===== config.mk =====
export PLATFORM = sky130hd
export DESIGN_NAME = ts_serial_rx
export DESIGN_NICKNAME = d
export VERILOG_FILES = /design/src/rtl/ts_rx_pkg.sv /design/src/rtl/ts_rx_edge.sv /design/src/rtl/ts_rx_sampler.sv /design/src/rtl/ts_rx_serializer.sv /design/src/rtl/ts_serial_rx.sv
export SDC_FILE = /design/constraint.sdc
export NUM_CORES = 1
export LEC_CHECK = 0
export BUFFER_PORTS_ARGS = -buffer_cell sky130_fd_sc_hd__buf_4
export CAP_MARGIN = 25
export CORE_MARGIN = 5
export CORE_UTILIZATION = 40
export DETAILED_ROUTE_END_ITERATION = 16
export GPL_TIMING_DRIVEN = 1
export REMOVE_ABC_BUFFERS = 1
export SLEW_MARGIN = 20
export SYNTH_ARGS = -nofsm -noshare
export SYNTH_HDL_FRONTEND = slang
export SYNTH_SLANG_ARGS = --single-unit

===== constraint.sdc =====
create_clock -name clk -period 3.2 [get_ports clk]
set_input_delay 0.64 -clock clk [delete_from_list [all_inputs] [get_ports clk]]
set_output_delay 0.64 -clock clk [all_outputs]
set_load 0.05 [all_outputs]

===== src/rtl/ts_rx_pkg.sv =====
// Shared constants and types for the framed timestamp receiver.
package ts_rx_pkg;
    localparam int           MAGIC_W     = 6;
    localparam logic [5:0]   LEAD_MAGIC  = 6'b110100;
    localparam logic [5:0]   TRAIL_MAGIC = 6'b001101;
    localparam int           SEC_W       = 32;
    localparam int           USEC_W      = 20;
    localparam int           PAYLOAD_W   = SEC_W + USEC_W;
    localparam int           MSG_BITS    = 2 * MAGIC_W + PAYLOAD_W;
    localparam int           BYTE_W      = 8;
    localparam int           OUT_BYTES   = 8;

    typedef struct packed {
        logic [SEC_W-1:0]  sec;
        logic [USEC_W-1:0] usec;
    } ts_payload_t;
endpackage


===== src/rtl/ts_rx_edge.sv =====
// Line register and rising-edge detector.
// Assumes line_in is already synchronous to clk; a start is flagged only while idle.
module ts_rx_edge (
    input  logic clk,
    input  logic rst_n,
    input  logic line_in,
    input  logic idle,
    output logic line_s,
    output logic start
);
    logic line_p;

    // Register the line and keep the previous value for edge detection.
    always_ff @(posedge clk) begin
        if (!rst_n) begin
            line_s <= 1'b0;
            line_p <= 1'b0;
        end else begin
            line_s <= line_in;
            line_p <= line_s;
        end
    end

    assign start = idle && line_s && !line_p;
endmodule


===== src/rtl/ts_rx_sampler.sv =====
// Bit timer and shift register. It takes the first sample floor(3L/4) cycles
// after start and then one sample every L cycles, collecting MSG_BITS bits MSB first.
// Assumes bit_len >= 8. It ignores start while busy (deaf window).
module ts_rx_sampler #(
    parameter int LEN_W    = 8,
    parameter int MSG_BITS = 64
) (
    input  logic                clk,
    input  logic                rst_n,
    input  logic                start,
    input  logic                line_s,
    input  logic [LEN_W-1:0]    bit_len,
    output logic                busy,
    output logic                done,
    output logic [MSG_BITS-1:0] msg
);
    localparam int IDX_W = $clog2(MSG_BITS);

    logic [LEN_W+1:0] len_x3;
    logic [LEN_W-1:0] short_len;
    logic [LEN_W-1:0] cnt;
    logic [IDX_W-1:0] idx;

    assign len_x3    = {2'b00, bit_len} + {1'b0, bit_len, 1'b0};
    assign short_len = LEN_W'(len_x3 >> 2) - LEN_W'(1);

    // Count down to each sampling point and shift the sampled bit in.
    always_ff @(posedge clk) begin
        if (!rst_n) begin
            busy <= 1'b0;
            done <= 1'b0;
            cnt  <= '0;
            idx  <= '0;
            msg  <= '0;
        end else begin
            done <= 1'b0;
            if (!busy) begin
                if (start) begin
                    busy <= 1'b1;
                    cnt  <= short_len;
                    idx  <= '0;
                end
            end else if (cnt == '0) begin
                msg <= {msg[MSG_BITS-2:0], line_s};
                cnt <= bit_len - LEN_W'(1);
                if (idx == IDX_W'(MSG_BITS - 1)) begin
                    busy <= 1'b0;
                    done <= 1'b1;
                end else begin
                    idx <= idx + IDX_W'(1);
                end
            end else begin
                cnt <= cnt - LEN_W'(1);
            end
        end
    end
endmodule


===== src/rtl/ts_rx_serializer.sv =====
// Byte serializer. On load it raises pre_stb for one cycle and then puts
// OUT_BYTES bytes on data, low byte first: seconds, then microseconds zero-extended.
// Assumes SEC_W is a multiple of BYTE_W and the payload fits OUT_BYTES bytes.
module ts_rx_serializer #(
    parameter int SEC_W     = 32,
    parameter int USEC_W    = 20,
    parameter int BYTE_W    = 8,
    parameter int OUT_BYTES = 8
) (
    input  logic              clk,
    input  logic              rst_n,
    input  logic              load,
    input  logic [SEC_W-1:0]  sec,
    input  logic [USEC_W-1:0] usec,
    output logic              pre_stb,
    output logic [BYTE_W-1:0] data
);
    localparam int WORD_W = OUT_BYTES * BYTE_W;
    localparam int CNT_W  = $clog2(OUT_BYTES + 1);

    logic [WORD_W-1:0] word;
    logic [CNT_W-1:0]  left;

    // Load the word on a good frame, then shift one byte out per cycle.
    always_ff @(posedge clk) begin
        if (!rst_n) begin
            pre_stb <= 1'b0;
            data    <= '0;
            word    <= '0;
            left    <= '0;
        end else begin
            pre_stb <= load;
            if (load) begin
                word <= WORD_W'({usec, sec});
                left <= CNT_W'(OUT_BYTES);
                data <= '0;
            end else if (left != '0) begin
                data <= word[BYTE_W-1:0];
                word <= word >> BYTE_W;
                left <= left - CNT_W'(1);
            end else begin
                data <= '0;
            end
        end
    end
endmodule


===== src/rtl/ts_serial_rx.sv =====
// Framed timestamp serial receiver. It receives a 64-bit self-clocked message,
// checks the opening and closing patterns, and streams the seconds/microseconds
// payload as bytes. Assumes line_in is synchronous to clk and idles low.
module ts_serial_rx
    import ts_rx_pkg::*;
#(
    parameter int LEN_W = 8
) (
    input  logic              clk,
    input  logic              rst_n,
    input  logic              line_in,
    input  logic [LEN_W-1:0]  bit_len,
    output logic              pre_stb,
    output logic [BYTE_W-1:0] data,
    output logic              frame_err
);
    logic                line_s;
    logic                start;
    logic                busy;
    logic                done;
    logic [MSG_BITS-1:0] msg;
    logic                lead_ok;
    logic                trail_ok;
    logic                good;
    ts_payload_t         pay;

    ts_rx_edge i_edge (
        .clk     (clk),
        .rst_n   (rst_n),
        .line_in (line_in),
        .idle    (!busy),
        .line_s  (line_s),
        .start   (start)
    );

    ts_rx_sampler #(
        .LEN_W    (LEN_W),
        .MSG_BITS (MSG_BITS)
    ) i_sampler (
        .clk     (clk),
        .rst_n   (rst_n),
        .start   (start),
        .line_s  (line_s),
        .bit_len (bit_len),
        .busy    (busy),
        .done    (done),
        .msg     (msg)
    );

    assign lead_ok  = msg[MSG_BITS-1 -: MAGIC_W] == LEAD_MAGIC;
    assign trail_ok = msg[MAGIC_W-1:0] == TRAIL_MAGIC;
    assign pay      = msg[MAGIC_W +: PAYLOAD_W];
    assign good     = done && lead_ok && trail_ok;

    // Pulse the error flag once for a message with a bad pattern.
    always_ff @(posedge clk) begin
        if (!rst_n) frame_err <= 1'b0;
        else        frame_err <= done && !(lead_ok && trail_ok);
    end

    ts_rx_serializer #(
        .SEC_W     (SEC_W),
        .USEC_W    (USEC_W),
        .BYTE_W    (BYTE_W),
        .OUT_BYTES (OUT_BYTES)
    ) i_ser (
        .clk     (clk),
        .rst_n   (rst_n),
        .load    (good),
        .sec     (pay.sec),
        .usec    (pay.usec),
        .pre_stb (pre_stb),
        .data    (data)
    );
endmodule


# [Word-level counts from Yosys, hierarchy flattened]
# Cells that the tools add are included.
[totals] ff_bits=148 out_inout_bits=10 word_cells=60
[classes] n_addsub=6 eq_ne=5 muxes=16 bitwise_logic=2 n_reduce_logical=18
[ops] operator="52-bit two-way mux" count=2
[ops] operator="6-bit two-way mux" count=4
[ops] operator="8-bit two-way mux" count=3
[ops] operator="8-bit by 1-bit subtractor with 8-bit output (second input constant)" count=3
[ops] operator="6-bit equality test (second input constant)" count=2
[ops] operator="8-bit by 9-bit adder with 10-bit output" count=1
[ops] operator="8-bit logical NOT" count=1
[ops] operator="4-bit two-way mux" count=2
[ops] operator="6-bit by 1-bit adder with 6-bit output (second input constant)" count=1
[ops] operator="6-bit by 4-bit equality test with 1-bit output (second input constant)" count=1
[ops] operator="1-bit logical AND" count=6
[ops] operator="3-bit AND reduction" count=2
[ops] operator="1-bit two-way mux" count=5
[ops] operator="2-bit inequality test (second input constant)" count=2
[ops] operator="2-bit nonzero test" count=2
[ops] operator="4-bit nonzero test" count=1
[ops] operator="4-bit by 1-bit subtractor with 4-bit output (second input constant)" count=1
[ops] operator="1-bit logical NOT" count=3
[ops] operator="3-bit OR reduction" count=1
[ops] operator="1-bit inverter" count=2
[ops] operator="2-bit AND reduction" count=1
[ops] operator="2-bit OR reduction" count=1

# [Logic depth before layout (Yosys ltp)]
[logic_depth] ltp_word=5 mapped_depth=9

# [Cells and area by module]
# A second synthesis with hierarchy kept.
[hier_totals] cells_unflattened=776 area_unflattened_um2=6566.3
[by_module_without_submodules] mod="ts_rx_sampler" instances=1 cells_per_inst=449 area_each_um2=3764.9 seq_area_each_um2=1601.5
[by_module_without_submodules] mod="ts_rx_serializer" instances=1 cells_per_inst=314 area_each_um2=2660.1 seq_area_each_um2=1301.2
[by_module_without_submodules] mod="ts_serial_rx" instances=1 cells_per_inst=8 area_each_um2=80.1 seq_area_each_um2=20.0
[by_module_without_submodules] mod="ts_rx_edge" instances=1 cells_per_inst=5 area_each_um2=61.3 seq_area_each_um2=40.0

# [Worst setup path before layout]
# OpenSTA, ideal clock, no wires.
[synth_path] kind="input port to flip-flop" startpoint="in bit_len[1]" endpoint="reg i_sampler.cnt[7]" setup_ps=120 t_arrival_ps=2897 setup_slack_ps=183 path_stages=9 n_path_buf=0 cell_sequence="and2_1 fa_1 a21o_1 a221oi_1 xor2_1 o21ai_1 nand3_2 mux2_4 a211o_1"
[synth_via] elab_chain_cells=4 elab_cells_between_ends=6 cone_classes="add/sub: 3; mux: 3"
[synth_lines] element="start: declaration" line_no="ts_serial_rx.sv:12" text="input logic [LEN_W-1:0] bit_len,"
[synth_lines] element="8-bit by 9-bit adder with 10-bit output" line_no="ts_rx_sampler.sv:24" text="assign len_x3 = {2'b00, bit_len} + {1'b0, bit_len, 1'b0};"
[synth_lines] element="8-bit by 1-bit subtractor with 8-bit output" line_no="ts_rx_sampler.sv:25" text="assign short_len = LEN_W'(len_x3 >> 2) - LEN_W'(1);"
[synth_lines] element="8-bit two-way mux" line_no="ts_rx_sampler.sv:38" text="if (start) begin"
[synth_lines] element="8-bit two-way mux (*)" line_no="ts_rx_sampler.sv:37" text="if (!busy) begin"
[synth_lines] element="end signal: assignment" line_no="ts_rx_sampler.sv:40" text="cnt <= short_len;"
[synth_lines] element="end signal: assignment" line_no="ts_rx_sampler.sv:45" text="cnt <= bit_len - LEN_W'(1);"
[synth_lines] element="end signal: assignment" line_no="ts_rx_sampler.sv:53" text="cnt <= cnt - LEN_W'(1);"
[synth_lines] element="end: declaration" line_no="ts_rx_sampler.sv:21" text="logic [LEN_W-1:0] cnt;"
# Mark *: on every way between the ends. The rest lies on a longest branch, timed or not. The select of a mux whose other input is x is not followed.
# A chain may end at the register's enable or synchronous reset.

# [Final worst setup path]
# Ends and elaborated chain as after synthesis.

==> impl_results.md <==
* P&R area growth vs syn at 15.1%
* Reg2Reg Setup Slack at roughly 670 ps
* Final Slew Violations at 0
* Worst-path clk slew at roughly 60 ps
* Worst Path Required at ~3500 ps
* Rows at 46
* CTS tree: done
* Unrepaired setup endpoints after global routing: false
* Worst Hold Depth at 2
* Remaining Overflow, GRT at 0
* PD cells at 601 mW/mm^2
* Hold Fails Final Rpt at 0
* Setup crit start kind: primary input
* Routed wire length per instance at approximately 14 microns
* Final cell count without fillers at between 900 and 1000
* Static Leak at ~3.5 nW
* Nets at 727
* Antenna Cells at 0
* VDD IR-drop max at ~0.38 mV
* Critical Path AT at a little over 3000 ps
* Port bufs at 20
* Status: finished clean
* Worst-Margin Slew at 709 ps
* Vias in the first global route at a little under 5000
* Clk_skew at between 9 and 10 ps
* I/O Pins at 21
* Crit Path Max Fanout at 6
* Placer Congestion at between 0.8 and 0.9
* Worst setup EP type: register
* Root Driver: clkbuf_16
* Predominant post-synthesis flop cell: dfxtp_1
* Sum of negative setup slack at 0 ps
* Starting Density at between 40% and 50%
* FF+latch count, synth at approximately 150
* Clk_lat worst skew at 420 ps
* Worst r2r path cells at 7
* Largest net degree at the start of global routing at 66
* Syn avg cell area at around 9 sq um
* Reg-to-reg critical path startpoint: i_sampler.cnt[2]$_SDFFE_PN0P_
* Post-synthesis sequential area ratio at between 40% and 50%
* Critical Path, Cell by Cell: buf_4 -> and2_1 -> fa_1 -> a21o_1 -> a221oi_1 -> xor2_1 -> o21ai_1 -> nand3_2 -> mux2_4 -> a211o_1
* Max transition margin at a little over half
* Yosys warns at 0
* Global-route wire length before repair at between 20000 and 25000 microns
* Vias at about 4800
* Post-Syn Area at between 0.006 and 0.007 sq mm
* # clock sinks at between 100 and 150
* Post-DP HPWL at 8180 microns
* Ratio of cells with drive above 1 in the final layout at between 10% and 20%
* Routed Antenna Nets at 0
* Post-CTS sizing at 0
* Slowest CP cell: a221oi_1
* Worst setup endpoint: i_sampler.cnt[7]$_SDFFE_PN0P_
* Cell count after synthesis at 702
* Die width at between 100 and 150 microns
* Post-CTS Setup Inserts at 0
* Achievable Freq at between 300 and 400 MHz
* GRT Overall Usage at between 10% and 20%
* Final worst path period need at roughly 2800 ps
* Max-capacitance violation count at 0
* Via density at ~5
* Max incr delay on CP at 440 ps
* CP Class: in2reg
* WL final at around 13000 microns
* Final setup violation count at 0
* Htree depth at 4
* Reg-to-Reg End: i_sampler.cnt[7]$_SDFFE_PN0P_
* Initial antenna violation count at 0
* Final Cycle Share at roughly 87%
* Die Footprint at between 0.015 and 0.02 sq mm
* Number of synthesized flops with an enable pin at 0
* Worst-case clock buffer depth at 2
* Die H at approximately 140 microns
* Inst Count DP at 900
* DRT iter0 DRCs at 199
* Synth async-reset ratio at 0%
* Remaining DRCs at 0
* Final Util at ~47%
* CTS Hold Bufs at 0
* CP startpoint: bit_len[1]
* Core region area at between 0.015 and 0.02 sq mm
* Drt first pass iters at 4
* Min-Delay Path Class: in2reg
* CTS buffer count at 17
* Synth unique cells at 59
-- cells by family (layout without fill, tap and decap cells) --
family          after synthesis  count (layout)  synth area share [%]
flops                       148             148                  45.8
fa+ha+maj                    13              13                  2.63
mux                          49              49                  7.66
compound gates              164             164                  20.5
buf+inv                      52              66                  3.73
simple gates                263             263                  17.9
xor+xnor                     13              13                  1.76
-- area by class of cell --
cell class / count / area [sq um]
Clock inverter: 14 / 249
Fill cell: 1578 / 8430
Timing Repair Buffer: 30 / 238
Clock buffer: 18 / 439
Inverter: 4 / 15.0
Tap cell: 216 / 270
Multi-Input combinational cell: 502 / 3280
Sequential cell: 148 / 2960
-- power breakdown --
part	switching, W	internal, W
sequential	0.0000201	0.00186
clock	0.000789	0.00149
combinational	0.000197	0.000121
-- synth_stat cells (5+ instances only) --
cell	instances	area [sq um]
a21boi_0	65	488
a21o_1	6	45.0
a21oi_1	5	25.0
a22o_1	9	78.8
and2_1	14	87.6
buf_1	6	22.5
clkbuf_1	36	135
dfxtp_1	148	2960
ha_1	12	150
mux2i_1	48	480
nand2_1	190	713
nand3_1	5	25.0
nor2_1	20	75.1
nor2b_1	5	31.3
o211a_1	38	380
o21ai_0	15	75.1
xnor2_1	8	70.1
xor2_1	5	43.8
-- placed cells by master, fill, tap and decap left out, types with 3 or more instances in the layout --
cell type,count
a22o_1,9
nand2_1,188
o21ai_0,15
a311oi_1,4
nor3_1,4
dfxtp_1,148
nand3_1,5
nor2b_1,5
a21oi_1,5
clkbuf_16,17
clkinv_4,5
bufinv_16,6
xor2_1,5
ha_1,12
o22ai_1,3
o211a_1,38
a21boi_0,65
a21o_1,6
nor4bb_1,3
mux2i_1,48
inv_1,3
xnor2_1,8
and3_1,3
and2_1,14
buf_4,29
nor2_1,20
-- worst min path at each step --
stage	startpoint	end	slack (ps)
6_report	line_in	i_edge.line_s$_SDFF_PN0_	430
5_1_grt	line_in	i_edge.line_s$_SDFF_PN0_	410
4_1_cts	line_in	i_edge.line_s$_SDFF_PN0_	410
3_5_place_dp	i_ser.word[5]$_SDFFE_PN0P_	i_ser.data[5]$_SDFF_PP0_	450
3_3_place_gp	i_ser.word[4]$_SDFFE_PN0P_	i_ser.data[4]$_SDFF_PP0_	440
2_1_floorplan	i_ser.word[0]$_SDFFE_PN0P_	i_ser.data[0]$_SDFF_PP0_	430
-- flip-flops by register name, indices dropped and copies added (netlist names) --
register and cells:
i_edge.line_s 1, i_edge.line_p 1, i_ser.pre_stb 1, frame_err 1
i_sampler.idx 6, i_ser.data 8, i_ser.left 4, i_ser.word 52
i_sampler.cnt 8, i_sampler.msg 64, i_sampler.busy 1, i_sampler.done 1
-- critical path, delay by kind of cell --
family,cells,cell delay (ps)
fa+ha+maj,1,390
buf+inv,1,140
simple gates,2,310
mux,1,310
compound gates,4,1180
xor+xnor,1,110
-- stage by stage --
step / hold slack, ps / setup WS (ps) / cell area (sq um) / total power, W
floorplan: 430 / -3360 / 6250 / 0.00213
global placement: 439 / 46.7 / 6760 / 0.00223
detailed placement: 447 / -27.1 / 6760 / 0.00224
CTS: 406 / 414 / 7450 / 0.00452
global route: 415 / 262 / 7450 / 0.00465
finish: 428 / 412 / 7450 / 0.00448
-- per-layer routing --
layer | share of wire, % | global-route usage, % | vias up
met5 | 0 | 0 | -
met4 | 1.3 | 5.21 | 0
met1 | 47 | 18.2 | 2284
li1 | - | - | 2429
met3 | 2.9 | 3.87 | 16
met2 | 49 | 24.9 | 56
No activity file was read; power rests on OpenSTA's default activity.
